**config.mk**
```make
export PLATFORM = sky130hd
export DESIGN_NAME = branch_guess_table
export DESIGN_NICKNAME = d
export VERILOG_FILES = /design/src/rtl/bgt_pkg.sv /design/src/rtl/bgt_datapath.sv /design/src/rtl/bgt_ctrl.sv /design/src/rtl/branch_guess_table.sv
export SDC_FILE = /design/constraint.sdc
export NUM_CORES = 1
export LEC_CHECK = 0
export BUFFER_PORTS_ARGS = -buffer_cell sky130_fd_sc_hd__buf_2
export CAP_MARGIN = 10
export CORE_MARGIN = 3
export CORE_UTILIZATION = 48
export DETAILED_ROUTE_END_ITERATION = 8
export GPL_TIMING_DRIVEN = 0
export PLACE_DENSITY = 0.84
export SYNTH_ARGS = -nofsm -noshare
export SYNTH_HDL_FRONTEND = slang
export SYNTH_SLANG_ARGS = --single-unit
```
**constraint.sdc**
```tcl
create_clock -name clk -period 5.7 [get_ports clk]
set_input_delay 0.57 -clock clk [delete_from_list [all_inputs] [get_ports clk]]
set_output_delay 0.57 -clock clk [all_outputs]
set_load 0.05 [all_outputs]
```
**src/rtl/bgt_pkg.sv**
```systemverilog
package bgt_pkg;
  // Strobes the control half hands to the table datapath each cycle.
  typedef struct packed {
    logic wrEn;       // commit a resolved outcome to its slot
    logic wrTaken;    // outcome value to store
    logic useOffset;  // next fetch uses the branch offset
    logic redirTaken; // restart address is the resolved target
  } bgtStrobes_t;
endpackage

```
**src/rtl/bgt_datapath.sv**
```systemverilog
module bgt_datapath
  import bgt_pkg::*;
#(
  parameter int PC_W    = 32,
  parameter int ENTRIES = 16,
  parameter int IDX_W   = $clog2(ENTRIES)
) (
  input  logic              clk,
  input  logic              rst_n,
  input  logic [PC_W-1:0]   fetchPc,
  input  logic [PC_W-1:0]   fetchOffset,
  input  logic [PC_W-1:0]   resPc,
  input  logic [PC_W-1:0]   resTarget,
  input  bgtStrobes_t       strobes,
  output logic              lookupValid,
  output logic              lookupTaken,
  output logic [PC_W-1:0]   predNextPc,
  output logic [PC_W-1:0]   redirectPc
);
  localparam logic [PC_W-1:0] STEP = PC_W'(4);

  logic [IDX_W-1:0]   rdIdx, wrIdx;
  logic [ENTRIES-1:0] validQ, takenQ;

  // word-aligned instructions: skip the two byte-offset bits
  assign rdIdx = fetchPc[IDX_W+1:2];
  assign wrIdx = resPc[IDX_W+1:2];

  for (genvar e = 0; e < ENTRIES; e++) begin : g_slot
    logic hitWr;
    assign hitWr = strobes.wrEn && (wrIdx == IDX_W'(e));

    always_ff @(posedge clk) begin
      if (!rst_n) begin
        validQ[e] <= 1'b0;
        takenQ[e] <= 1'b0;
      end else if (hitWr) begin
        validQ[e] <= 1'b1;
        takenQ[e] <= strobes.wrTaken;
      end
    end

    // a slot once filled is only emptied by reset
    assert_slot_sticky_R1: assert property (@(posedge clk) disable iff (!rst_n)
      validQ[e] |=> validQ[e]);
  end

  // read returns the registered contents: same-cycle writes are not visible
  assign lookupValid = validQ[rdIdx];
  assign lookupTaken = takenQ[rdIdx];

  assign predNextPc = fetchPc + (strobes.useOffset ? fetchOffset : STEP);
  assign redirectPc = strobes.redirTaken ? resTarget : (resPc + STEP);

  assert_write_lands_R4: assert property (@(posedge clk) disable iff (!rst_n)
    strobes.wrEn |=> (validQ[$past(wrIdx)] && (takenQ[$past(wrIdx)] == $past(strobes.wrTaken))));

  assert_idle_hold_R10: assert property (@(posedge clk) disable iff (!rst_n)
    !strobes.wrEn |=> ($stable(validQ) && $stable(takenQ)));
endmodule

```
**src/rtl/bgt_ctrl.sv**
```systemverilog
module bgt_ctrl
  import bgt_pkg::*;
(
  input  logic        clk,
  input  logic        rst_n,
  input  logic        fetchIsBranch,
  input  logic        offsetNeg,
  input  logic        lookupValid,
  input  logic        lookupTaken,
  input  logic        resValid,
  input  logic        resTaken,
  input  logic        resMispredict,
  output bgtStrobes_t strobes,
  output logic        predTaken,
  output logic        flush
);
  logic guess;

  // stored history wins; an empty slot falls back to the offset sign
  always_comb begin
    if (!fetchIsBranch)   guess = 1'b0;
    else if (lookupValid) guess = lookupTaken;
    else                  guess = offsetNeg;
  end

  always_comb begin
    strobes.wrEn       = resValid;
    strobes.wrTaken    = resTaken;
    strobes.useOffset  = guess;
    strobes.redirTaken = resTaken;
  end

  assign predTaken = guess;
  assign flush     = resValid & resMispredict;

  assert_no_spurious_flush_R9: assert property (@(posedge clk) disable iff (!rst_n)
    !resValid |-> !flush);
endmodule

```
**src/rtl/branch_guess_table.sv**
```systemverilog
module branch_guess_table
  import bgt_pkg::*;
#(
  parameter int PC_W    = 32,
  parameter int ENTRIES = 16
) (
  input  logic            clk,
  input  logic            rst_n,
  input  logic [PC_W-1:0] fetchPc,
  input  logic            fetchIsBranch,
  input  logic [PC_W-1:0] fetchOffset,
  output logic            predTaken,
  output logic [PC_W-1:0] predNextPc,
  input  logic            resValid,
  input  logic [PC_W-1:0] resPc,
  input  logic            resTaken,
  input  logic [PC_W-1:0] resTarget,
  input  logic            resMispredict,
  output logic            flush,
  output logic [PC_W-1:0] redirectPc
);
  localparam int IDX_W = $clog2(ENTRIES);

  bgtStrobes_t strobes;
  logic        lookupValid, lookupTaken;

  bgt_ctrl u_ctrl (
    .clk(clk), .rst_n(rst_n),
    .fetchIsBranch(fetchIsBranch), .offsetNeg(fetchOffset[PC_W-1]),
    .lookupValid(lookupValid), .lookupTaken(lookupTaken),
    .resValid(resValid), .resTaken(resTaken), .resMispredict(resMispredict),
    .strobes(strobes), .predTaken(predTaken), .flush(flush)
  );

  bgt_datapath #(.PC_W(PC_W), .ENTRIES(ENTRIES), .IDX_W(IDX_W)) u_dp (
    .clk(clk), .rst_n(rst_n),
    .fetchPc(fetchPc), .fetchOffset(fetchOffset),
    .resPc(resPc), .resTarget(resTarget), .strobes(strobes),
    .lookupValid(lookupValid), .lookupTaken(lookupTaken),
    .predNextPc(predNextPc), .redirectPc(redirectPc)
  );

  assert_plain_fetch_R6: assert property (@(posedge clk) disable iff (!rst_n)
    !fetchIsBranch |-> (!predTaken && predNextPc == fetchPc + PC_W'(4)));
endmodule

```
==> summary by stage, run 1 <==
Outcome
The run finished with clean final reports.

Worst setup path
The worst register-to-register path begins at u_dp.takenQ[5]. For this run, the slowest stage of the critical path takes 0.54 ns. The data arrival time at the worst-slack endpoint is 4.95 ns. The slowest library cell on the worst path is sky130_fd_sc_hd__mux4_2. The family of cells with the greatest summed delay on the critical path is compound AO/OA/AOI/OAI gates. The worst path required time is 5.13 ns. The worst setup slack for register-to-register paths is 5.02 ns. STA classifies the critical path endpoint as an output port. The count of cell instances traversed by the critical path is 18. The path depth of the worst reg2reg path is 2.

The type of the worst setup path is input pin to output port. The critical path starts at fetchPc[2]. The startpoint type of the worst setup path is an input pin. The worst flop-to-flop path endpoint is u_dp.takenQ[5].

The signal on the critical path passes through buf_2 > buf_6 > mux4_2 > mux4_2 > mux2i_1 > nor2b_2 > buf_2 > and2_1 > ha_1 > fa_1 > a21oi_2 > o21ai_1 > a21oi_2 > a2111oi_4 > a21oi_4 > a21oi_1 > o311ai_2 > buf_4. The largest fanout of any net on the critical path is 10. The end point of the critical path is predNextPc[30]. Counting both buffers and inverters, the worst setup path holds a total of 4.

Final layout
The filler cells instantiated in the layout total 738. The number of antenna cells inserted is 0. Of the cells placed in the final design, the portion with a size suffix greater than 1 is 31.9%.

The net count of the finished layout is 936. The layout overhead on the synthesized area is 31.6%. The library cell used most frequently in the layout, excluding fill and tap cells, is sky130_fd_sc_hd__buf_2. Leaving out fill and tap cells, the most frequent cells in the layout are sky130_fd_sc_hd__buf_2, sky130_fd_sc_hd__nand2_1, sky130_fd_sc_hd__o21ai_0.

The core occupancy in the finished layout is 65.6%.

Drt
In the final routing, the length of wire on met1 measures 5.13 mm. Summed over all layers, the routed wires come to 12.7 mm. After detailed routing, the number of vias per cell comes to 5.60. The first detailed-routing pass ran for 4 iterations. The wire length on met2 is 6.41 mm. The routed length per instance is 14.5 um. The highest routing layer actually used is met4.

The detailed router finished its first iteration with 156 violations. Wire segments on met3 add up to 904 um in the final route. The detail route stage leaves a number of antenna-violating nets equal to 0. The count of vias placed by the detailed router is 4887. The detailed-route DRC error count is 0.

Floorplan
For this design the top-level I/O count stands at 200. The die covers 9760 um^2. The starting utilization of the core area is 49.8%.

The floorplan has 33 rows. The die span in x is 98.8 um. The floorplan step set the die height to 98.8 um. The core area is 8300 um^2.

STA
The final-report setup violation count is 0. The max-slew violation count is 0. The hold slack is 0.464 ns.

The post-layout worst setup margin is 0.181 ns. The maximum clock rate is 0.181 GHz. The number of hold-slack violations in the final timing report is 0. Dividing the final minimum period by the clock period gives 96.8%.

The transition time at the pin with the least slew margin is 0.508 ns. The shortest clock period the worst path allows after layout is 5.52 ns. The max-slew headroom at the worst pin is 66.1%.

The final worst clock skew is 0 ns.

Clocking
The count of H-tree levels built during CTS is 2. The clock edge transition at the registers on the reported setup and hold paths is 0.06 ns. The CTS tree is built.

The number of sinks on the clock net is 32. The tree is rooted in a sky130_fd_sc_hd__clkbuf_8. The clock passes through at most 2 buffers.

The cts-stage hold buffer count is 0. The total clock buffers created by CTS is 5. Clock latency on the worst-skew pair, taken at its later pin, is 0.28 ns.

Global routing
The overall global routing resource usage is 24.7%. Global routing finished with a remaining overflow of 0. The via count of the first global-routing pass is 4618. The initial antenna violation count is 0. The pin count of the biggest net entering global routing is 11. The first global-routing pass estimated 20.6 mm of wire.

Place
The last weighted congestion value of the routability-driven placer is 0.941. The minimum setup slack after placement is -0.551 ns. Detailed placement ended at an HPWL of 10.3 mm. The number of buffer cells added on primary ports is 197.

Min path
The startpoint identified for the worst hold timing path is u_dp.validQ[6]. The type of the tightest min-delay check is flip-flop to flip-flop.

Logic synthesis
The average cell area after synthesis is 7.37 um^2. The number of register bits inferred by synthesis is 32. The mapped cell area is 4140 um^2. The count of flip-flops with a built-in enable after synthesis is 0. The cell count after synthesis is 561. The post-synthesis net count is 731. The count of synthesis-stage warnings from yosys is 0. The fraction of registers with async set or reset after synthesis is 0%. The share of the Yosys chip area taken by registers is 15.5%. The number of distinct library cell variants in the gate-level netlist after synthesis is 53.

The most instantiated flip-flop cell in the synthesis netlist is sky130_fd_sc_hd__dfxtp_1.

Power
The static leakage power is 2.44 nW. The power density relative to cell area is 174 nW/um^2. The worst ir drop on vdd is 0.000117 V.

Run
The count of maximum capacitance violations is 0.
## final cells by class
type | instances | area (um^2) | share of cell area [%]
multi-input cells | 495 | 3410 | 62.8
well taps | 105 | 131 | 2.41
inverters | 11 | 41.3 | 0.759
clock buffers | 8 | 90.1 | 1.66
repair buffers | 199 | 1010 | 18.6
flip-flops and latches | 32 | 641 | 11.8
plain buffers | 22 | 111 | 2.05
## cell usage after synthesis, types with 2 or more instances
cell | n | area [um^2]
sky130_fd_sc_hd__a2111oi_0 | 3 | 26.3
sky130_fd_sc_hd__a211oi_1 | 4 | 30.0
sky130_fd_sc_hd__a21boi_0 | 12 | 90.1
sky130_fd_sc_hd__a21o_1 | 3 | 22.5
sky130_fd_sc_hd__a21oi_1 | 35 | 175
sky130_fd_sc_hd__and2_1 | 31 | 194
sky130_fd_sc_hd__and3_1 | 6 | 37.5
sky130_fd_sc_hd__buf_2 | 3 | 15.0
sky130_fd_sc_hd__buf_6 | 2 | 22.5
sky130_fd_sc_hd__clkbuf_1 | 17 | 63.8
sky130_fd_sc_hd__dfxtp_1 | 32 | 641
sky130_fd_sc_hd__ha_1 | 35 | 438
sky130_fd_sc_hd__inv_1 | 11 | 41.3
sky130_fd_sc_hd__mux2_2 | 4 | 45.0
sky130_fd_sc_hd__mux2i_1 | 5 | 50.1
sky130_fd_sc_hd__mux4_2 | 10 | 225
sky130_fd_sc_hd__nand2_1 | 85 | 319
sky130_fd_sc_hd__nand2b_1 | 5 | 31.3
sky130_fd_sc_hd__nand3_1 | 12 | 60.1
sky130_fd_sc_hd__nand4_1 | 11 | 68.8
sky130_fd_sc_hd__nor2_1 | 42 | 158
sky130_fd_sc_hd__nor2_2 | 3 | 18.8
sky130_fd_sc_hd__nor2b_1 | 8 | 50.1
sky130_fd_sc_hd__nor3_1 | 11 | 55.1
sky130_fd_sc_hd__o211ai_1 | 2 | 15.0
sky130_fd_sc_hd__o21a_1 | 19 | 143
sky130_fd_sc_hd__o21ai_0 | 56 | 280
sky130_fd_sc_hd__o21ai_1 | 5 | 25.0
sky130_fd_sc_hd__o21bai_1 | 6 | 45.0
sky130_fd_sc_hd__o311ai_0 | 3 | 26.3
sky130_fd_sc_hd__o31ai_1 | 2 | 15.0
sky130_fd_sc_hd__o41a_1 | 2 | 22.5
sky130_fd_sc_hd__or2_2 | 2 | 12.5
sky130_fd_sc_hd__xnor2_1 | 26 | 228
sky130_fd_sc_hd__xor2_1 | 30 | 263
## per-layer routing
metal	vias to the layer above	track usage [%]
met4	0	5.88
met2	211	45.3
li1	2403	-
met1	2244	30.2
met3	29	3.61
met5	-	0
## worst min path at each step
| stage | end | slack [ns] | depth (start not counted) |
|---|---|---|---|
| 3_5_place_dp | u_dp.validQ[6] | 0.45 | 1 |
| 6_report | u_dp.validQ[6] | 0.46 | 1 |
| 3_3_place_gp | u_dp.validQ[4] | 0.44 | 1 |
| 5_1_grt | u_dp.validQ[5] | 0.48 | 1 |
| 4_1_cts | u_dp.validQ[6] | 0.47 | 1 |
| 2_1_floorplan | u_dp.validQ[10] | 0.44 | 1 |
## state kept, by name (all words and copies together), names as in the netlist
| register | flops |
|---|---|
| u_dp.takenQ | 16 |
| u_dp.validQ | 16 |
## power breakdown
group / switching (mW) / leakage [nW] / internal (mW)
clock: 0.0775 / 0.0455 / 0.0983
sequential: 0.00194 / 0.259 / 0.228
combinational: 0.375 / 2.14 / 0.164
## timing repair
item	4_1_cts	5_1_grt
resized for setup	8	12
gates cloned	0	0
setup buffers	1	1
setup endpoints to repair	10	11
hold endpoints to repair	0	0
pin swaps	1	4
## cell families (layout without fill, tap and decap cells)
family                     Yosys count  count (layout)  synth area share (%)
AOI/OAI and AO/OA                  160             160                  23.9
xor gates and xnor gates            56              56                  11.9
adders and majority gates           36              36                  11.1
buffers and inverters               34             240                  3.63
DFF                                 32              32                  15.5
muxes                               19              19                  7.75
and+or+nand+nor                    224             224                  26.3
## per-stage QoR
stage	setup TNS [ns]	power [mW]	cells	instance area, um^2
finish	0	0.945	872	5440
global route	-0.0160	0.996	872	5440
floorplan	0	0.612	561	4150
detailed placement	-3.23	0.758	863	5270
CTS	0	0.942	872	5400
global placement	-3.22	0.750	863	5270
Note: power is estimated with default switching activity, not from simulation.
==> run 2: changes to the inputs <==
Settings changed: ABC_AREA from default to 1, CORE_UTILIZATION 48 to 50.
Clock period 5.7 ns to 5.5 ns, I/O delays scaled along.
==> run 2 against run 1 <==
  * Non-clock buffer count down 6
  * Largest power group unchanged
  * Sequential power up 4%
  * Cell count up 37%
  * Global-route usage up 3.2 points
  * Worst hold slack better by 0.0093 ns
  * Wire length up 21%
==> summary by stage, run 2 <==
Worst setup path
The worst register-to-register path begins at u_dp.takenQ[6]. STA classifies the critical path startpoint as an input pin. The data arrival time at the worst-slack endpoint is 4.09 ns.

Traced cell by cell, the critical path runs through buf_2 > buf_6 > inv_4 > buf_4 > nand2_1 > nand3_1 > nand3_1 > nand3_1 > nand2_1 > o211ai_2 > buf_2 > nor2_1 > ha_1 > nand2_1 > o21ai_0 > a21oi_1 > o21ai_0 > nand4_1 > nand2_1 > nand2_1 > nand2_1 > buf_2. Together, buffers and inverters on the worst path number 6. The delay of the slowest critical-path stage is 0.54 ns. The critical path is of the input pin to output port type. The slowest stage of the critical path belongs to the cell sky130_fd_sc_hd__o21ai_0. In this design, the largest share of critical-path delay is due to compound AO/OA/AOI/OAI gates.

Along the worst path, the maximum fanout reaches 10. The startpoint of the worst setup timing path is fetchPc[2]. STA puts the critical path data required time at 4.95 ns. STA classifies the critical path endpoint as an output port. By instance count, the cell type seen most on the critical path is sky130_fd_sc_hd__nand2_1.

Drt
The count of vias placed by the detailed router is 6140. The first detailed-routing pass took 6 iterations. In the final routed layout, each cell accounts on average for 12.9 um. The routed design uses 7.02 mm of met2 wire. The first-iteration detailed-routing DRC count is 340. The detailed-route DRC error count is 0.

Once detail routing completed, the nets flagged for antenna violations numbered 0. The highest routing layer actually used is met4. The routed wire length is 15.4 mm.

Using the TritonRoute via totals, the vias-per-cell ratio works out to 5.15. The met1 layer wirelength in the final routing is 6.89 mm. The routed wire length on met3 is 1.29 mm.

Global routing
The first global-routing pass estimated 25.8 mm of wire. The via count of the first global-routing pass was 5570. The pin count of the biggest net entering global routing is 11. The initial antenna violation count was 0. Summed over all layers, the global routing overflow is 0.

The overall global routing resource usage is 27.9%.

Logic synthesis
The most common cell in the netlist is sky130_fd_sc_hd__nand2_1. The average cell area after synthesis is 5.54 um^2. In this run, distinct cell masters in the synthesized netlist total 36. After synthesis, the share of flip-flops with an asynchronous set or reset is 0%. The commonest cells after synthesis are sky130_fd_sc_hd__nand2_1, sky130_fd_sc_hd__nor2_1, sky130_fd_sc_hd__inv_1. In the synthesized netlist, the number of instances is 860.

The cell taking the most area after synthesis is sky130_fd_sc_hd__nand2_1. After synthesis, the cell types taking the most area are sky130_fd_sc_hd__nand2_1, sky130_fd_sc_hd__dfxtp_1, sky130_fd_sc_hd__nor2_1, sky130_fd_sc_hd__inv_1, sky130_fd_sc_hd__ha_1. The top-area cell type share of the netlist area is 18.1%. Among all flip-flop cells after synthesis, the most frequent one is sky130_fd_sc_hd__dfxtp_1.

The mapped cell area is 4760 um^2. The number of nets in the synthesized netlist is 1030. The number of register bits inferred by synthesis is 32. Of the synthesized area, sequential elements account for 13.5%. The count of synthesis-stage warnings from yosys is 0. In this run, synthesis inferred 0 flip-flops with an integrated enable.

STA
The max-slew headroom at the worst pin is 56.5%. The final-report setup violation count is 0. The share of the clock period used by the worst path is 84.4%. The sum of negative setup slack is 0 ns. The transition time at the pin with the least slew margin is 0.646 ns. Across the routed clock network, the largest skew measured is 0 ns. The max-slew violation count is 0. The number of hold-slack violations in the final timing report is 0. The routed design could run at a clock period as short as 4.64 ns. Across all hold checks on the routed design, the worst slack comes to 0.473 ns. For this run, the top clock speed supported by timing is 0.215 GHz. Setup repair after global routing left no endpoint under its margin.

Run
The count of maximum capacitance violations is 0.

Floorplan
The starting utilization of the core area is 53.1%. During I/O placement, the number of pins put on the boundary was 200. The die span in x is 104 um. The die extent in y is 104 um. The die covers 10700 um^2. The core region is 8980 um^2.

The floorplan has 34 rows.

Clocking
For this design, the sink count on the clock tree is 32. The clock tree root driver cell is sky130_fd_sc_hd__clkbuf_8. Once the clock tree was built, the setup fixing pass inserted 0 buffers. The clock edge transition at the registers on the reported setup and hold paths is 0.07 ns.

The number of gates given a new drive strength after cts is 0. The maximum count of clock buffers along a single path is 2. The H-tree was split into 2 levels. After clock tree synthesis, the flow added hold-fix buffers numbering 0. Counting the buffers created by CTS gives 5.

TritonCTS built the clock tree. At the later pin of the worst-skew pair, clock insertion delay measures 0.28 ns.

Final layout
The number of antenna diodes in the final layout is 0. The net count of the finished layout is 1235. The number of filler instances in the final layout is 871. The largest registers in the layout are u_dp.takenQ x16, u_dp.validQ x16. Leaving out fill and tap cells, the most frequent cells in the layout are sky130_fd_sc_hd__nand2_1, sky130_fd_sc_hd__buf_2, sky130_fd_sc_hd__nor2_1. The core occupancy in the finished layout is 67.3%. The layout overhead on the synthesized area is 26.8%. The leading cell type in the layout, fill and taps excluded is sky130_fd_sc_hd__nand2_1. Leaving out filler cells and counting taps, the final layout contains 1192. The fraction of final layout cells sized beyond drive strength 1 is 21.5%.

Power
In this run the power density over the cells is 193 nW/um^2. For this design the static power due to leakage is 3.34 nW. The worst ir drop on vdd is 0.000119 V.

Min path
The type of the tightest min-delay check is flip-flop to flip-flop. The hold path startpoint is u_dp.validQ[14].

Place
The number of buffer cells added on primary ports is 198. The last weighted congestion value of the routability-driven placer is 0.969. The number of placed instances, taps included, is 1184. The detailed placement HPWL is 13.0 mm.

Outcome
The flow ran to the end, and the final reports show no timing, DRC or antenna violations.
==> run 2: cell count changes in the layout (fill, tap and decap cells not counted), moves of 7 or more <==
cell / previous run / this run
sky130_fd_sc_hd__nor2b_1: 7 / 0
sky130_fd_sc_hd__xnor2_1: 26 / 9
sky130_fd_sc_hd__nand3_1: 12 / 50
sky130_fd_sc_hd__a21oi_1: 31 / 60
sky130_fd_sc_hd__a21boi_0: 12 / 2
sky130_fd_sc_hd__and2_1: 31 / 0
sky130_fd_sc_hd__nand2_1: 84 / 230
sky130_fd_sc_hd__o21a_1: 19 / 2
sky130_fd_sc_hd__clkbuf_1: 18 / 8
sky130_fd_sc_hd__nor4_1: 1 / 8
sky130_fd_sc_hd__nor3_1: 11 / 19
sky130_fd_sc_hd__nor2_1: 42 / 136
sky130_fd_sc_hd__inv_1: 11 / 122
sky130_fd_sc_hd__mux4_2: 10 / 0
==> run 2: routing by layer <==
layer,vias to the layer above,GRT usage [%]
li1,3170,-
met1,2676,38.6
met2,276,46.0
met3,18,4.29
met4,0,5.98
met5,-,0
==> run 2: report_power, final <==
part	internal [mW]	switching (mW)	total (mW)
clock	0.160	0.0834	0.243
combinational	0.186	0.496	0.682
sequential	0.237	0.00253	0.239
==> run 2: cell type report <==
type | count | area (um^2) | share of cell area (%)
sequential | 32 | 641 | 10.6
timing repair buffer | 198 | 991 | 16.4
clock buffer | 7 | 96.3 | 1.60
multi-input combinational | 687 | 3560 | 59.0
tap | 126 | 158 | 2.61
buffer | 17 | 90.1 | 1.49
inverter | 124 | 468 | 7.75
clock inverter | 1 | 30.0 | 0.497
==> run 2: stage by stage <==
step	setup slack (ns)	total power [mW]	area [um^2]
3_5_place_dp	0.911	0.920	5910
6_report	0.856	1.16	6040
5_1_grt	0.492	1.24	6040
4_1_cts	0.889	1.16	6040
3_3_place_gp	0.952	0.917	5910
2_1_floorplan	1.26	0.735	4760
==> run 2: path summary, 6_finish.rpt <==
| path | slack, ns | cells after the start | to |
|---|---|---|---|
| setup / recovery | 0.86 | 22 | predNextPc[29] |
| hold / removal | 0.47 | 2 | u_dp.validQ[14] |
| setup reg to reg | 4.73 | 2 | u_dp.takenQ[6] |
| hold reg to reg | 0.47 | 2 | u_dp.validQ[14] |
==> run 2: cell families (layout without fill, tap and decap cells) <==
| logic type | count (synthesis) | in the layout | synth area share (%) |
|---|---|---|---|
| fa+ha+maj | 36 | 36 | 9.62 |
| flops | 32 | 32 | 13.5 |
| buf+inv | 141 | 347 | 11.7 |
| xor+xnor | 44 | 44 | 8.09 |
| compound gates | 134 | 134 | 15.2 |
| simple gates | 473 | 473 | 41.9 |
==> run 2: worst min-delay path: cells and delay by family (launching register included) <==
| family | cells | cell delay, ns |
|---|---|---|
| simple gates | 2 | 0.11 |
| flops | 1 | 0.33 |
